[config.mk]
export PLATFORM = sky130hd
export DESIGN_NAME = spi_result_master
export DESIGN_NICKNAME = d
export VERILOG_FILES = /design/src/rtl/spi_rm_pkg.sv /design/src/rtl/spi_rm_prescaler.sv /design/src/rtl/spi_rm_req_detect.sv /design/src/rtl/spi_rm_shifter.sv /design/src/rtl/spi_rm_engine.sv /design/src/rtl/spi_result_master.sv
export SDC_FILE = /design/constraint.sdc
export NUM_CORES = 1
export LEC_CHECK = 0
export ABC_AREA = 1
export CAP_MARGIN = 20
export CORE_ASPECT_RATIO = 0.7
export CORE_UTILIZATION = 45
export DETAILED_ROUTE_END_ITERATION = 12
export GPL_TIMING_DRIVEN = 1
export MAX_ROUTING_LAYER = met4
export PLACE_DENSITY = 0.76
export SLEW_MARGIN = 20
export SYNTH_ARGS = -nofsm -noshare
export SYNTH_HDL_FRONTEND = slang
export SYNTH_SLANG_ARGS = --single-unit
[constraint.sdc]
create_clock -name clk_i -period 2.13 [get_ports clk_i]
set_input_delay 0.426 -clock clk_i [delete_from_list [all_inputs] [get_ports clk_i]]
set_output_delay 0.426 -clock clk_i [all_outputs]
set_load 0.02 [all_outputs]
[src/rtl/spi_rm_pkg.sv]
package spi_rm_pkg;
  typedef enum logic [2:0] {
    ST_IDLE  = 3'd0,
    ST_ACQ   = 3'd1,
    ST_SETUP = 3'd2,
    ST_LEAD  = 3'd3,
    ST_ACT   = 3'd4,
    ST_IDL   = 3'd5,
    ST_GAP   = 3'd6
  } tx_state_e;
endpackage

[src/rtl/spi_rm_prescaler.sv]
module spi_rm_prescaler #(
  parameter int TICK_DIV = 167
) (
  input  logic clk_i,
  input  logic rst_ni,
  output logic tick_o
);
  localparam int W = (TICK_DIV > 1) ? $clog2(TICK_DIV) : 1;
  localparam logic [W-1:0] LAST = W'(TICK_DIV - 1);

  logic [W-1:0] cnt_q;

  always_ff @(posedge clk_i or negedge rst_ni) begin
    if (!rst_ni) begin
      cnt_q  <= '0;
      tick_o <= 1'b0;
    end else begin
      tick_o <= (cnt_q == LAST);
      cnt_q  <= (cnt_q == LAST) ? '0 : cnt_q + W'(1);
    end
  end
endmodule

[src/rtl/spi_rm_req_detect.sv]
module spi_rm_req_detect #(
  parameter int REQ_MIN_TICKS = 36
) (
  input  logic clk_i,
  input  logic rst_ni,
  input  logic req_ni,
  input  logic tick_i,
  input  logic arm_i,
  output logic req_low_o,
  output logic fire_o
);
  localparam int RW = $clog2(REQ_MIN_TICKS + 1);
  localparam logic [RW-1:0] FIRE_AT = RW'(REQ_MIN_TICKS - 1);
  localparam logic [RW-1:0] SAT     = RW'(REQ_MIN_TICKS);

  logic s1_q, s2_q;
  logic [RW-1:0] cnt_q;

  // two-flop synchronizer, idles released (high)
  always_ff @(posedge clk_i or negedge rst_ni) begin
    if (!rst_ni) begin
      s1_q <= 1'b1;
      s2_q <= 1'b1;
    end else begin
      s1_q <= req_ni;
      s2_q <= s1_q;
    end
  end

  assign req_low_o = ~s2_q;

  always_ff @(posedge clk_i or negedge rst_ni) begin
    if (!rst_ni) begin
      cnt_q <= '0;
    end else if (!arm_i || !req_low_o) begin
      cnt_q <= '0;
    end else if (tick_i && cnt_q != SAT) begin
      cnt_q <= cnt_q + RW'(1);
    end
  end

  assign fire_o = arm_i && req_low_o && tick_i && (cnt_q == FIRE_AT);
endmodule

[src/rtl/spi_rm_shifter.sv]
module spi_rm_shifter #(
  parameter int W = 16
) (
  input  logic         clk_i,
  input  logic         rst_ni,
  input  logic         load_i,
  input  logic [W-1:0] data_i,
  input  logic         shift_i,
  output logic         msb_o
);
  logic [W-1:0] sh_q;

  always_ff @(posedge clk_i or negedge rst_ni) begin
    if (!rst_ni)      sh_q <= '0;
    else if (load_i)  sh_q <= data_i;
    else if (shift_i) sh_q <= {sh_q[W-2:0], 1'b0};
  end

  assign msb_o = sh_q[W-1];
endmodule

[src/rtl/spi_rm_engine.sv]
module spi_rm_engine import spi_rm_pkg::*; #(
  parameter int BYTE_W     = 8,
  parameter int NUM_BYTES  = 2,
  parameter int CODE_W     = 8,
  parameter int LEAD_TICKS = 15,
  parameter int HALF_BASE  = 15,
  parameter int HALF_STEP  = 4,
  parameter int GAP_BASE   = 10,
  parameter int GAP_STEP   = 4,
  localparam int DATA_W    = BYTE_W * NUM_BYTES
) (
  input  logic              clk_i,
  input  logic              rst_ni,
  input  logic              tick_i,
  input  logic              fire_i,
  input  logic              req_low_i,
  input  logic              acq_done_i,
  input  logic [DATA_W-1:0] acq_result_i,
  input  logic              mode_idle_high_i,
  input  logic [CODE_W-1:0] rate_code_i,
  input  logic [CODE_W-1:0] gap_code_i,
  output logic              arm_o,
  output logic              acq_start_o,
  output logic              setup_o,
  output logic              active_o,
  output logic              sck_o,
  output logic              sdo_o,
  output logic              rdy_no
);
  localparam int CODE_MAX = (1 << CODE_W) - 1;
  localparam int MAX_HALF = HALF_BASE + HALF_STEP * CODE_MAX;
  localparam int MAX_GAP  = GAP_BASE + GAP_STEP * CODE_MAX;
  localparam int MAX_A    = (MAX_HALF > MAX_GAP) ? MAX_HALF : MAX_GAP;
  localparam int MAX_CNT  = (MAX_A > LEAD_TICKS) ? MAX_A : LEAD_TICKS;
  localparam int CNT_W    = $clog2(MAX_CNT + 1);
  localparam int BIT_W    = (BYTE_W > 1) ? $clog2(BYTE_W) : 1;
  localparam int BYI_W    = (NUM_BYTES > 1) ? $clog2(NUM_BYTES) : 1;
  localparam logic [BIT_W-1:0] BIT_LAST  = BIT_W'(BYTE_W - 1);
  localparam logic [BYI_W-1:0] BYTE_LAST = BYI_W'(NUM_BYTES - 1);

  tx_state_e        state_q;
  logic [CNT_W-1:0] cnt_q, half_q, gap_q;
  logic [BIT_W-1:0] bit_q;
  logic [BYI_W-1:0] byte_q;
  logic             idle_hi_q, sdo_q, start_q;
  logic             expire, load, bit_start, msb;

  assign expire    = tick_i && (cnt_q == '0);
  assign load      = (state_q == ST_ACQ) && acq_done_i && !req_low_i;
  assign bit_start = expire && ((state_q == ST_LEAD) ||
                     ((state_q == ST_IDL) && (bit_q != BIT_LAST)));

  spi_rm_shifter #(.W(DATA_W)) u_shift (
    .clk_i  (clk_i),
    .rst_ni (rst_ni),
    .load_i (load),
    .data_i (acq_result_i),
    .shift_i(bit_start),
    .msb_o  (msb)
  );

  always_ff @(posedge clk_i or negedge rst_ni) begin
    if (!rst_ni) begin
      state_q   <= ST_IDLE;
      cnt_q     <= '0;
      half_q    <= '0;
      gap_q     <= '0;
      bit_q     <= '0;
      byte_q    <= '0;
      idle_hi_q <= 1'b0;
      sdo_q     <= 1'b0;
      start_q   <= 1'b0;
    end else begin
      start_q <= 1'b0;
      if (bit_start) sdo_q <= msb;
      unique case (state_q)
        ST_IDLE: if (fire_i) begin
          state_q <= ST_ACQ;
          start_q <= 1'b1;
        end
        ST_ACQ: if (acq_done_i) begin
          if (req_low_i) begin
            state_q <= ST_SETUP;
          end else begin
            state_q   <= ST_LEAD;
            cnt_q     <= CNT_W'(LEAD_TICKS);   // unaligned entry: one spare tick
            idle_hi_q <= mode_idle_high_i;
            half_q    <= CNT_W'(HALF_BASE) + CNT_W'(HALF_STEP) * CNT_W'(rate_code_i);
            gap_q     <= CNT_W'(GAP_BASE) + CNT_W'(GAP_STEP) * CNT_W'(gap_code_i);
            sdo_q     <= 1'b0;
            byte_q    <= '0;
          end
        end
        ST_SETUP: if (!req_low_i) state_q <= ST_IDLE;
        ST_LEAD: if (tick_i) begin
          if (expire) begin
            state_q <= ST_ACT;
            cnt_q   <= half_q - CNT_W'(1);
            bit_q   <= '0;
          end else cnt_q <= cnt_q - CNT_W'(1);
        end
        ST_ACT: if (tick_i) begin
          if (expire) begin
            state_q <= ST_IDL;
            cnt_q   <= half_q - CNT_W'(1);
          end else cnt_q <= cnt_q - CNT_W'(1);
        end
        ST_IDL: if (tick_i) begin
          if (expire) begin
            if (bit_q == BIT_LAST) begin
              if (byte_q == BYTE_LAST) begin
                state_q <= ST_IDLE;
              end else begin
                state_q <= ST_GAP;
                cnt_q   <= gap_q - CNT_W'(1);
                byte_q  <= byte_q + BYI_W'(1);
              end
            end else begin
              state_q <= ST_ACT;
              cnt_q   <= half_q - CNT_W'(1);
              bit_q   <= bit_q + BIT_W'(1);
            end
          end else cnt_q <= cnt_q - CNT_W'(1);
        end
        ST_GAP: if (tick_i) begin
          if (expire) begin
            state_q <= ST_LEAD;
            cnt_q   <= CNT_W'(LEAD_TICKS - 1);
          end else cnt_q <= cnt_q - CNT_W'(1);
        end
        default: state_q <= ST_IDLE;
      endcase
    end
  end

  assign arm_o       = (state_q == ST_IDLE);
  assign acq_start_o = start_q;
  assign setup_o     = (state_q == ST_SETUP);
  assign active_o    = (state_q == ST_LEAD) || (state_q == ST_ACT) ||
                       (state_q == ST_IDL)  || (state_q == ST_GAP);
  assign sck_o       = (state_q == ST_ACT) ? ~idle_hi_q : idle_hi_q;
  assign sdo_o       = sdo_q;
  assign rdy_no      = ~((state_q == ST_LEAD) || (state_q == ST_ACT) || (state_q == ST_IDL));
endmodule

[src/rtl/spi_result_master.sv]
module spi_result_master #(
  parameter int TICK_DIV      = 167,
  parameter int REQ_MIN_TICKS = 36,
  parameter int LEAD_TICKS    = 15,
  parameter int CODE_W        = 8,
  parameter int BYTE_W        = 8,
  parameter int NUM_BYTES     = 2,
  localparam int DATA_W       = BYTE_W * NUM_BYTES
) (
  input  logic              clk_i,
  input  logic              rst_ni,
  input  logic              req_ni,
  input  logic              mode_idle_high_i,
  input  logic [CODE_W-1:0] rate_code_i,
  input  logic [CODE_W-1:0] gap_code_i,
  output logic              acq_start_o,
  input  logic              acq_done_i,
  input  logic [DATA_W-1:0] acq_result_i,
  output logic              setup_o,
  output logic              sck_o,
  output logic              sck_oe_o,
  output logic              sdo_o,
  output logic              sdo_oe_o,
  output logic              rdy_no,
  output logic              rdy_oe_o
);
  logic tick, arm, req_low, fire, active;

  spi_rm_prescaler #(.TICK_DIV(TICK_DIV)) u_presc (
    .clk_i (clk_i),
    .rst_ni(rst_ni),
    .tick_o(tick)
  );

  spi_rm_req_detect #(.REQ_MIN_TICKS(REQ_MIN_TICKS)) u_req (
    .clk_i    (clk_i),
    .rst_ni   (rst_ni),
    .req_ni   (req_ni),
    .tick_i   (tick),
    .arm_i    (arm),
    .req_low_o(req_low),
    .fire_o   (fire)
  );

  spi_rm_engine #(
    .BYTE_W    (BYTE_W),
    .NUM_BYTES (NUM_BYTES),
    .CODE_W    (CODE_W),
    .LEAD_TICKS(LEAD_TICKS)
  ) u_eng (
    .clk_i           (clk_i),
    .rst_ni          (rst_ni),
    .tick_i          (tick),
    .fire_i          (fire),
    .req_low_i       (req_low),
    .acq_done_i      (acq_done_i),
    .acq_result_i    (acq_result_i),
    .mode_idle_high_i(mode_idle_high_i),
    .rate_code_i     (rate_code_i),
    .gap_code_i      (gap_code_i),
    .arm_o           (arm),
    .acq_start_o     (acq_start_o),
    .setup_o         (setup_o),
    .active_o        (active),
    .sck_o           (sck_o),
    .sdo_o           (sdo_o),
    .rdy_no          (rdy_no)
  );

  assign sck_oe_o = active;
  assign sdo_oe_o = active;
  assign rdy_oe_o = active;
endmodule

==> metrics.md, run 1 <==
| Metric | Value |
|---|---|
| DP Wirelength | 7.993 mm |
| Pin count of the biggest net entering global routing | 59 |
| Slew @ Worst Pin | 0.3965 ns |
| Per-cell routed wire length | 13.39 um |
| Pwr dens | about 570 nW/um^2 |
| Top-area cell type share of the netlist area | between 30% and 40% |
| Antenna cells | 0 |
| Placed Area | roughly 5000 sq um |
| Met1 Track Usage GR | 32.15% |
| Design area | between 5000 and 6000 sq um |
| Outcome | finished, final reports clean |
| Clock Path Buffers | 2 |
| Fin crit period | 2.048 ns |
| Die area | 10470 sq um |
| Fillers | between 900 and 1000 |
| Clk Latency, worst-skew pair | ~0.33 ns |
| Drt total wl | 10.65 mm |
| Synthesized Nets | 660 |
| Dominant cells by area after synthesis | dfrtp_1 (39%), nand2_1 (13%), inv_1 (6.0%), nand3_1 (5.6%), nor2_1 (5.6%) |
| Routed via count | between 4000 and 5000 |
| Post-route DRC violation count | 0 |
| I/O Buffers | 44 |
| Post-route ant nets | 0 |
| Reg-to-reg slack, setup | 0.20 ns |
| RSZ-0062 raised after global routing | no |
| Synthesized area | 4528 sq um |
| Area grow syn2layout | 20.36% |
| Gr usage total | between 20% and 30% |
| Htree depth | 3 |
| Yosys top cell by area | dfrtp_1 |
| Global placement routability congestion | 0.9063 |
| Met3 usage | around 6.6% |
| Synthesized area per cell | 7.423 sq um |
| Number of iterations in the first detailed-routing pass | 6 |
| Overflow after GRT | 0 |
| Row count | 30 |
| Vias in the first global route | ~3900 |
| Met2 Usage GRT | 32.82% |
| Max-cap violations | 0 |
| WS Path Type | reg -> out |
| I/O pins | 45 |
| Global route hottest layer | met2 |
| Mapped Cells | slightly above 600 |
| Sequential fraction of the synthesis area | about 40% |
| Final core utilization | 56.06% |
| DIE HEIGHT | 85.93 um |
| Setup violations, final | 0 |
| Synth Flop Type | dfrtp_1 |
| Worst Path Arrival | 1.62 ns |
| Root Buffer | clkbuf_16 |
| Fin nets | roughly 700 |
| Share of cells above drive strength 1 | 11.69% |
| CP Max Fanout | 6 |
| Lkg Pwr | around 2.6 nW |
| WP data required | 1.70 ns |
| Vias per std cell | approximately 5.3 |
| Final period util | 96.16% |
| Sink Count | 73 |
| First-pass GRT wire length | 18.15 mm |
| CTS tree | built |
| Initial antenna violation count | 0 |
| Setup crit end kind | output port |
| Worst-path clk slew | 0.05 ns |
| Post-synth EDFFs | 0 |
| Initial DRC Count | ~340 |
| Peak VDD IR | between 0.4 and 0.5 mV |
| Worst reg-to-reg path cell count | 9 |
| Fin. max-slew vios | 0 |
| Die span in x | 121.9 um |
| Reg2reg end | u_eng.u_shift.sh_q[13] |
| Max Freq | 488.2 MHz |
| Synth warnings | 0 |
| Synth cell types | between 40 and 50 |
| Worst Skew | 0.006455 ns |
| Final-report hold violation count | 0 |
| Starting Density | about 47% |
| Setup_tns | 0 ns |
| Crit Reg-Reg Startpoint | u_eng.cnt_q[0] |
| Synth Register Bits | 73 |
| Startpoint Class | register |
| Rel. slew slack | 73.47% |
| Core area | 9722 sq um |
| Async set-reset flop share out of synthesis | between 90% and 100% |
| TritonCTS buffer count | 9 |
| Hold crit path type | in -> async |
[layout make-up]
type / instances / area [sq um] / share of cell area [%]
Tap cell: 128 / 160.2 / 2.938
Sequential cell: 73 / 1833 / 33.63
Inverter: 80 / 302.8 / 5.556
Multi-Input combinational cell: 444 / 2326 / 42.68
Timing Repair Buffer: 54 / 516.7 / 9.481
Clock inverter: 2 / 37.54 / 0.6887
Clock buffer: 14 / 274.0 / 5.028
[critical path, stage by stage (launching register included)]
cell and delay [ns]:
dfrtp_2 0.45, inv_4 0.10, nand3_4 0.10, nand2_2 0.11, inv_1 0.04, nand2_1 0.11
inv_1 0.05, dlygate4sd2_1 0.31
[report_power, final]
part,total (mW),leakage [nW],internal (mW),switching [mW]
sequential,1.39,0.847,1.39,0.00187
clock,1.55,0.149,1.00,0.551
combinational,0.133,1.63,0.0717,0.0611
total,3.08,2.62,2.47,0.614
[stage by stage]
stage | std cells | setup slack (ns) | power (mW) | hold WS [ns]
after floorplan | 610 | 0.4885 | 1.443 | 0.1304
after detailed placement | 777 | 0.04586 | 1.553 | 0.3468
after global placement | 777 | 0.09403 | 1.551 | 0.3518
final | 795 | 0.08184 | 3.080 | 0.01611
after CTS | 793 | 0.0006860 | 3.123 | 0.02638
after global routing | 795 | 0.001677 | 3.195 | 0.04385
[cell usage after synthesis, types with 2 or more instances]
| cell type | n |
|---|---|
| nand2_1 | 161 |
| inv_1 | 72 |
| dfrtp_1 | 71 |
| nor2_1 | 68 |
| nand3_1 | 51 |
| o21ai_0 | 29 |
| a21oi_1 | 14 |
| xor2_1 | 14 |
| ha_1 | 13 |
| nand4_1 | 11 |
| nor3_1 | 10 |
| o22ai_1 | 10 |
| nor2_2 | 9 |
| inv_2 | 8 |
| nor2_4 | 7 |
| a31oi_1 | 6 |
| buf_4 | 5 |
| nand2_2 | 5 |
| nand3_2 | 5 |
| o21ai_1 | 5 |
| buf_2 | 4 |
| clkbuf_1 | 3 |
| o211ai_1 | 3 |
| a211oi_1 | 2 |
| a21oi_2 | 2 |
| a32o_1 | 2 |
| dfstp_2 | 2 |
| nand2_4 | 2 |
| o221ai_2 | 2 |
| or2_2 | 2 |
[worst max-delay path by stage]
stage / from / end / slack [ns] / cells past startpoint
CTS: u_eng.state_q[0] / rdy_oe_o / 0.0007 / 5
floorplan: u_eng.state_q[2] / sck_oe_o / 0.49 / 7
detailed placement: u_eng.state_q[2] / rdy_oe_o / 0.05 / 6
global placement: u_eng.state_q[0] / sck_o / 0.09 / 4
global route: u_eng.state_q[0] / sck_o / 0.002 / 4
finish: u_eng.state_q[1] / rdy_no / 0.08 / 7
[cells by family after synthesis]
| group | share of synthesized area [%] |
|---|---|
| AND/OR/NAND/NOR | 33.66 |
| buffers and inverters | 8.400 |
| AO/OA/AOI/OAI | 11.05 |
| flip-flops | 40.40 |
| XOR/XNOR | 2.901 |
| adder cells (fa/ha/maj) | 3.592 |
[cell usage in the layout (no fill, tap or decap), types with 3 or more instances in the layout]
cell	instances
dfrtp_1	68
nor2_1	68
dlygate4sd2_1	3
o22ai_1	10
o21ai_0	29
nand2_2	6
dfrtp_2	3
inv_2	7
a31oi_1	6
nand4_1	11
nor2_2	8
buf_4	8
xor2_1	14
clkdlybuf4s50_1	37
clkbuf_16	9
clkbuf_2	3
nor3_1	10
nor2_4	8
inv_1	72
ha_1	13
o211ai_1	3
clkbuf_8	3
nand3_2	5
a21oi_1	14
o21ai_1	5
nand2_1	160
nand3_1	51
[sequential cells by signal (all words and copies together) (netlist names), 3 cells and up]
signal	flops
u_eng.u_shift.sh_q	16
u_eng.cnt_q	11
u_eng.half_q	10
u_eng.gap_q	9
u_presc.cnt_q	8
u_req.cnt_q	6
u_eng.bit_q	3
u_eng.state_q	3
[what timing repair did]
| item | in CTS | in global routing |
|---|---|---|
| endpoints found under the setup margin | 6 | 4 |
| hold buffers | 0 | 0 |
| resized for setup | 9 | 9 |
| buffers inserted | 0 | 2 |
| hold endpoints to repair | 0 | 0 |
| pin swaps | 0 | 0 |
[layer usage]
metal	wire length, um	vias up
li1	-	2091
met3	813	2
met4	35	0
met5	0	-
met1	5155	1950
met2	4645	156
Note: power is estimated with default switching activity, not from simulation.
==> inputs of run 2 (changes only) <==
--- a/config.mk
+++ b/config.mk
@@ -11,8 +11,10 @@
 export CORE_UTILIZATION = 45
 export DETAILED_ROUTE_END_ITERATION = 12
 export GPL_TIMING_DRIVEN = 1
+export HOLD_SLACK_MARGIN = 0.05
 export MAX_ROUTING_LAYER = met4
 export PLACE_DENSITY = 0.76
+export SETUP_SLACK_MARGIN = 0.02
 export SLEW_MARGIN = 20
 export SYNTH_ARGS = -nofsm -noshare
 export SYNTH_HDL_FRONTEND = slang
==> run 2 against run 1 <==
  * Sequential share of layout area shrank 0.077 points
  * Non-clock buffer count rose by 1
  * Global-route usage about the same
  * Flip-flop and latch count did not move
  * Design area grew 0.23%
  * First-iteration DRC count down 4.1%
  * Clock skew is essentially flat
  * Total power barely moved
  * Critical path depth did not move
  * Clock power about the same
  * Utilization up 0.13 points
  * Final cell count rose by 0.13%
  * Largest power group unchanged
==> metrics.md, run 2 (synthesis gave the netlist of run 1 again) <==
| Metric | Value |
|---|---|
| Area grow syn2layout | 20.64% (was 20.36%) |
| Final setup margin | 0.1132 ns (was 0.08184 ns) |
| Clock Path Buffers | 2 (unchanged) |
| I/O Buffers | 44 (unchanged) |
| Die span in x | 121.9 um (unchanged) |
| Root Buffer | clkbuf_16 (unchanged) |
| Pre-CTS setup slack | 0.04586 ns (unchanged) |
| Die area | 10470 sq um (unchanged) |
| Commonest non-fill, non-tap cell in the layout | nand2_1 (unchanged) |
| CP max-delay cell | dfrtp_2 (unchanged) |
| Share of cells above drive strength 1 | 11.68% (was 11.69%) |
| Peak VDD IR | 0.4916 mV (was 0.4908 mV) |
| Design area | 5463 sq um (was 5450 sq um) |
| Htree depth | 3 (unchanged) |
| Fin crit period | 2.017 ns (was 2.048 ns) |
| Vias per std cell | 5.276 (was 5.282) |
| Vias in the first global route | 3896 (was 3893) |
| Pwr dens | 564.3 nW/um^2 (was 565.1 nW/um^2) |
| DIE HEIGHT | 85.93 um (unchanged) |
| PnR Total Power | 3.083 mW (was 3.080 mW) |
| Routed via count | 4200 (was 4199) |
| Per-cell routed wire length | 13.40 um (was 13.39 um) |
| Initial antenna violation count | 0 (unchanged) |
| CTS tree | built (unchanged) |
| Slowest stage delay, CP | 0.45 ns (about the same) |
| Reg-to-reg slack, setup | 0.20 ns (about the same) |
| Biggest regs | u_eng.u_shift.sh_q: 16 flops, u_eng.cnt_q: 11 flops, u_eng.half_q: 10 flops (unchanged) |
| TritonCTS buffer count | 9 (unchanged) |
| Gr usage total | 23.05% (was 23.04%) |
| WP data required | 1.70 ns (about the same) |
| Post-route ant nets | 0 (unchanged) |
| Fin nets | 713 (was 712) |
| Final-report hold violation count | 0 (unchanged) |
| Final non-filler cell total | 796 (was 795) |
| Number of iterations in the first detailed-routing pass | 5 (was 6) |
| Setup crit end kind | output port (unchanged) |
| Worst Skew | 0.006736 ns (was 0.006455 ns) |
| Most frequent CP cell | inv_1 (unchanged) |
| Lkg Pwr | 2.628 nW (was 2.625 nW) |
| Commonest cells after routing, fill and taps aside | nand2_1 (160), inv_1 (72), nor2_1 (68), dfrtp_1 (68), nand3_1 (51) (unchanged) |
| DP Wirelength | 7.993 mm (unchanged) |
| CP Max Fanout | 6 (unchanged) |
| Sink Count | 73 (unchanged) |
| Setup violations, final | 0 (unchanged) |
| Overflow after GRT | 0 (unchanged) |
| Placed Area | 5129 sq um (unchanged) |
| Hold crit path type | reg -> reg (was in -> async) |
| Outcome | finished, final reports clean (unchanged) |
| Worst Path Arrival | 1.59 ns (was 1.62 ns) |
| Core area | 9722 sq um (unchanged) |
| Final period util | 94.69% (was 96.16%) |
| Clk Latency, worst-skew pair | 0.33 ns (about the same) |
| Pin count of the biggest net entering global routing | 59 (unchanged) |
| Antenna cells | 0 (unchanged) |
| Row count | 30 (unchanged) |
| Final hold slack | 0.3510 ns (was 0.01611 ns) |
| Drt total wl | 10.67 mm (was 10.65 mm) |
| Number of flip-flops in the largest register | 16 (unchanged) |
| Max Freq | 495.8 MHz (was 488.2 MHz) |
| Startpoint Class | register (unchanged) |
| Rel. slew slack | 73.06% (was 73.47%) |
| Starting Density | 46.58% (unchanged) |
| Register with the most flip-flops | u_eng.u_shift.sh_q (unchanged) |
| Worst-path cell chain | inv_4, nand3_4, nand2_2, inv_1, nand2_1, inv_1, clkdlybuf4s15_1 (was inv_4, nand3_4, nand2_2, inv_1, nand2_1, inv_1, dlygate4sd2_1) |
| Slew @ Worst Pin | 0.4026 ns (was 0.3965 ns) |
| Final core utilization | 56.19% (was 56.06%) |
| Initial DRC Count | 329 (was 343) |
| Post-route DRC violation count | 0 (unchanged) |
| Max-cap violations | 0 (unchanged) |
| Setup_tns | 0 ns (unchanged) |
| # placed instances | 777 (unchanged) |
| Fin. max-slew vios | 0 (unchanged) |
| WS Path Type | reg -> out (unchanged) |
| First-pass GRT wire length | 18.16 mm (was 18.15 mm) |
| RSZ-0062 raised after global routing | no (unchanged) |
| Worst-path clk slew | 0.06 ns (was 0.05 ns) |
| Crit path buffers/inverters | 4 (unchanged) |
| I/O pins | 45 (unchanged) |
| Global placement routability congestion | 0.9063 (unchanged) |
| Kind of cell adding the most delay to the critical path | buffers and inverters (unchanged) |
## run 2: cell count changes in the layout (fill, tap and decap cells not counted), sizes merged
cell / delta
dlygate4sd2: -2
clkdlybuf4s15: +2
dlygate4sd3: +1
## run 2: repair_timing
item	in CTS	in global routing
setup buffers	0	2
pin swaps	0	0
endpoints found under the hold margin	14	0
setup endpoints to repair	6	5
resized for setup	9	11
hold buffers	1	0
## run 2: layout make-up
| class | instances | area (sq um) |
|---|---|---|
| clock buffer | 14 | 274.0 |
| clock inverter | 2 | 37.54 |
| fill | 903 | 4259 |
| inverter | 80 | 302.8 |
| multi-input combinational | 444 | 2326 |
| sequential | 73 | 1833 |
| tap | 128 | 160.2 |
| timing repair buffer | 55 | 529.3 |
## run 2: power breakdown
| group | internal [mW] | switching, mW |
|---|---|---|
| sequential | 1.39 | 0.00187 |
| clock | 1.00 | 0.552 |
| combinational | 0.0729 | 0.0616 |
| total | 2.47 | 0.616 |
## run 2: path summary, 6_finish.rpt
kind                                   from                endpoint  cells after the start
setup / recovery           u_eng.state_q[1]                  rdy_no                      7
hold / removal                   u_req.s1_q              u_req.s2_q                      0
setup reg to reg             u_eng.cnt_q[0]  u_eng.u_shift.sh_q[13]                      9
hold reg to reg                  u_req.s1_q              u_req.s2_q                      0
max in group asynchronous            rst_ni              u_req.s1_q                      3
min in group asynchronous            rst_ni          u_eng.cnt_q[6]                      2
## run 2: per-layer routing
layer / track usage (%) / vias to the layer above / part of all wire (%)
met5: - / - / 0
met4: 5.163 / 0 / 0.73
met3: 6.582 / 9 / 7.2
met2: 32.82 / 166 / 43
met1: 32.20 / 1933 / 49
li1: - / 2092 / -
==> inputs of run 3 (changes only) <==
--- a/config.mk
+++ b/config.mk
@@ -14,6 +14,7 @@
 export HOLD_SLACK_MARGIN = 0.05
 export MAX_ROUTING_LAYER = met4
 export PLACE_DENSITY = 0.76
+export REMOVE_ABC_BUFFERS = 1
 export SETUP_SLACK_MARGIN = 0.02
 export SLEW_MARGIN = 20
 export SYNTH_ARGS = -nofsm -noshare
==> run 3 against run 2 <==
  * Worst setup slack got worse by 0.081 ns
  * Non-clock buffer count increased by 4
  * Wire length decreased by 0.10%
  * Final cell count increased by 0.50%
  * Clock skew decreased by 0.0012 ns
  * Total power increased by 0.68%
  * Sequential power about the same
  * Hold slack got worse by 0.26 ns
  * Sequential share of layout area decreased by 0.24 points
  * First-iteration DRC count decreased by 22%
  * Critical path type unchanged
  * Critical endpoint is now setup_o
  * Largest power group unchanged
  * Clock power about the same
  * Combinational power about the same
  * Largest cell class unchanged
==> metrics.md, run 3 (synthesis gave the netlist of run 1 again) <==
| Metric | Value |
|---|---|
| Outcome | finished, final reports clean (unchanged) |
| Drt total wl | 10.66 mm (was 10.67 mm) |
| Htree depth | 3 (unchanged) |
| CTS tree | built (unchanged) |
| Routed via count | 4159 (was 4200) |
| Share of cells above drive strength 1 | 12.35% (was 11.68%) |
| Register with the most flip-flops | u_eng.u_shift.sh_q (unchanged) |
| Worst Path Arrival | 1.67 ns (was 1.59 ns) |
| Vias in the first global route | 3966 (was 3896) |
| Final-report hold violation count | 0 (unchanged) |
| Reg2reg end | u_eng.cnt_q[2] (was u_eng.u_shift.sh_q[13]) |
| Setup crit end kind | output port (unchanged) |
| Worst Skew | 0.005524 ns (was 0.006736 ns) |
| Row count | 30 (unchanged) |
| Area grow syn2layout | 21.50% (was 20.64%) |
| Worst-path clk slew | 0.06 ns (about the same) |
| RSZ-0062 raised after global routing | yes (was no) |
| Max Freq | 476.7 MHz (was 495.8 MHz) |
| Rel. slew slack | 73.35% (was 73.06%) |
| Worst reg-to-reg path cell count | 9 (unchanged) |
| Pre-CTS setup slack | 0.03390 ns (was 0.04586 ns) |
| DP Wirelength | 7.790 mm (was 7.993 mm) |
| Initial DRC Count | 255 (was 329) |
| TritonCTS buffer count | 9 (unchanged) |
| Die span in x | 121.9 um (unchanged) |
| Slew @ Worst Pin | 0.3956 ns (was 0.4026 ns) |
| First-pass GRT wire length | 18.40 mm (was 18.16 mm) |
| WP data required | 1.70 ns (about the same) |
| Reg-to-reg slack, setup | 0.25 ns (was 0.20 ns) |
| CTS Hold Bufs | 0 (was 1) |
| Commonest non-fill, non-tap cell in the layout | nand2_1 (unchanged) |
| Final period util | 98.49% (was 94.69%) |
| Fin crit period | 2.098 ns (was 2.017 ns) |
| Setup_tns | 0 ns (unchanged) |
| Lkg Pwr | 2.649 nW (was 2.628 nW) |
| Hold crit path type | in -> async (was reg -> reg) |
| Number of flip-flops in the largest register | 16 (unchanged) |
| Overflow after GRT | 0 (unchanged) |
| Pwr dens | 564.1 nW/um^2 (was 564.3 nW/um^2) |
| Clk Latency, worst-skew pair | 0.34 ns (was 0.33 ns) |
| Crit Reg-Reg Startpoint | u_eng.cnt_q[0] (unchanged) |
| Startpoint Class | register (unchanged) |
| Commonest cells after routing, fill and taps aside | nand2_1 (160), inv_1 (72), nor2_1 (68), dfrtp_1 (68), nand3_1 (51) (unchanged) |
| CP Max Fanout | 7 (was 6) |
| Max-cap violations | 0 (unchanged) |
| Pin count of the biggest net entering global routing | 74 (was 59) |
| Global placement routability congestion | 0.9431 (was 0.9063) |
| I/O pins | 45 (unchanged) |
| Clock Path Buffers | 2 (unchanged) |
| Setup violations, final | 0 (unchanged) |
| Fin. max-slew vios | 0 (unchanged) |
| Antenna cells | 0 (unchanged) |
| Initial antenna violation count | 0 (unchanged) |
| Die area | 10470 sq um (unchanged) |
| Root Buffer | clkbuf_16 (unchanged) |
| Post-route DRC violation count | 0 (unchanged) |
| Number of iterations in the first detailed-routing pass | 5 (unchanged) |
| Post-route ant nets | 0 (unchanged) |
| Per-cell routed wire length | 13.32 um (was 13.40 um) |
| I/O Buffers | 44 (unchanged) |
| Biggest regs | u_eng.u_shift.sh_q: 16 flops, u_eng.cnt_q: 11 flops, u_eng.half_q: 10 flops (unchanged) |
| Starting Density | 46.58% (unchanged) |
| Gr usage total | 23.16% (was 23.05%) |
| WS Path Type | reg -> out (unchanged) |
| Vias per std cell | 5.199 (was 5.276) |
| Core area | 9722 sq um (unchanged) |
| Final hold slack | 0.08677 ns (was 0.3510 ns) |
| Fin nets | 717 (was 713) |
| PnR Total Power | 3.104 mW (was 3.083 mW) |
| DIE HEIGHT | 85.93 um (unchanged) |
| Peak VDD IR | 0.3959 mV (was 0.4916 mV) |
| Sink Count | 73 (unchanged) |
| Final setup margin | 0.03213 ns (was 0.1132 ns) |
run 3: power by group:
part | total [mW] | switching (mW) | internal [mW]
Combinational | 0.134 | 0.0616 | 0.0719
Sequential | 1.39 | 0.00181 | 1.39
Clock | 1.58 | 0.602 | 0.976
run 3: layout make-up:
| type | count | area, sq um |
|---|---|---|
| clock buffers | 11 | 252.7 |
| clock inverters | 5 | 62.56 |
| fillers | 884 | 4220 |
| inverters | 80 | 302.8 |
| multi-input cells | 444 | 2326 |
| flip-flops and latches | 73 | 1833 |
| well taps | 128 | 160.2 |
| repair buffers | 59 | 564.3 |
run 3: what timing repair did:
action | CTS | global route
resized for setup | 9 | 7
setup buffers | 2 | 3
setup endpoints to repair | 6 | 4
cloned | 0 | 0
run 3: critical path, stage by stage (launching register included):
cell	delay [ns]
dfrtp_2	0.48
buf_4	0.17
nor3_1	0.30
dlygate4sd2_1	0.38
run 3: routing by layer:
layer / up-vias / part of all wire (%) / track usage [%]
li1: 2101 / - / -
met1: 1926 / 50 / 31.84
met2: 113 / 42 / 33.28
met3: 19 / 5.4 / 4.787
met4: 0 / 1.8 / 8.979
met5: - / 0 / -
run 3: worst max-delay path by stage:
stage / from / end / slack [ns] / depth (start not counted)
3_5_place_dp: u_eng.state_q[2] / sdo_oe_o / 0.03 / 6
5_1_grt: u_eng.state_q[0] / setup_o / -0.001 / 3
2_1_floorplan: u_eng.state_q[2] / u_eng.u_shift.sh_q[13] / -0.31 / 8
6_report: u_eng.state_q[0] / setup_o / 0.03 / 3
4_1_cts: u_eng.state_q[0] / sdo_oe_o / 0.03 / 5
3_3_place_gp: u_eng.state_q[2] / rdy_oe_o / 0.07 / 6
run 3: per-stage QoR:
step	util, %	cell area (sq um)	std cells
after global placement	52.91	5144	779
after CTS	56.27	5470	797
after global routing	56.59	5502	800
after floorplan	-	4448	597
after detailed placement	52.91	5144	779
final	56.59	5502	800
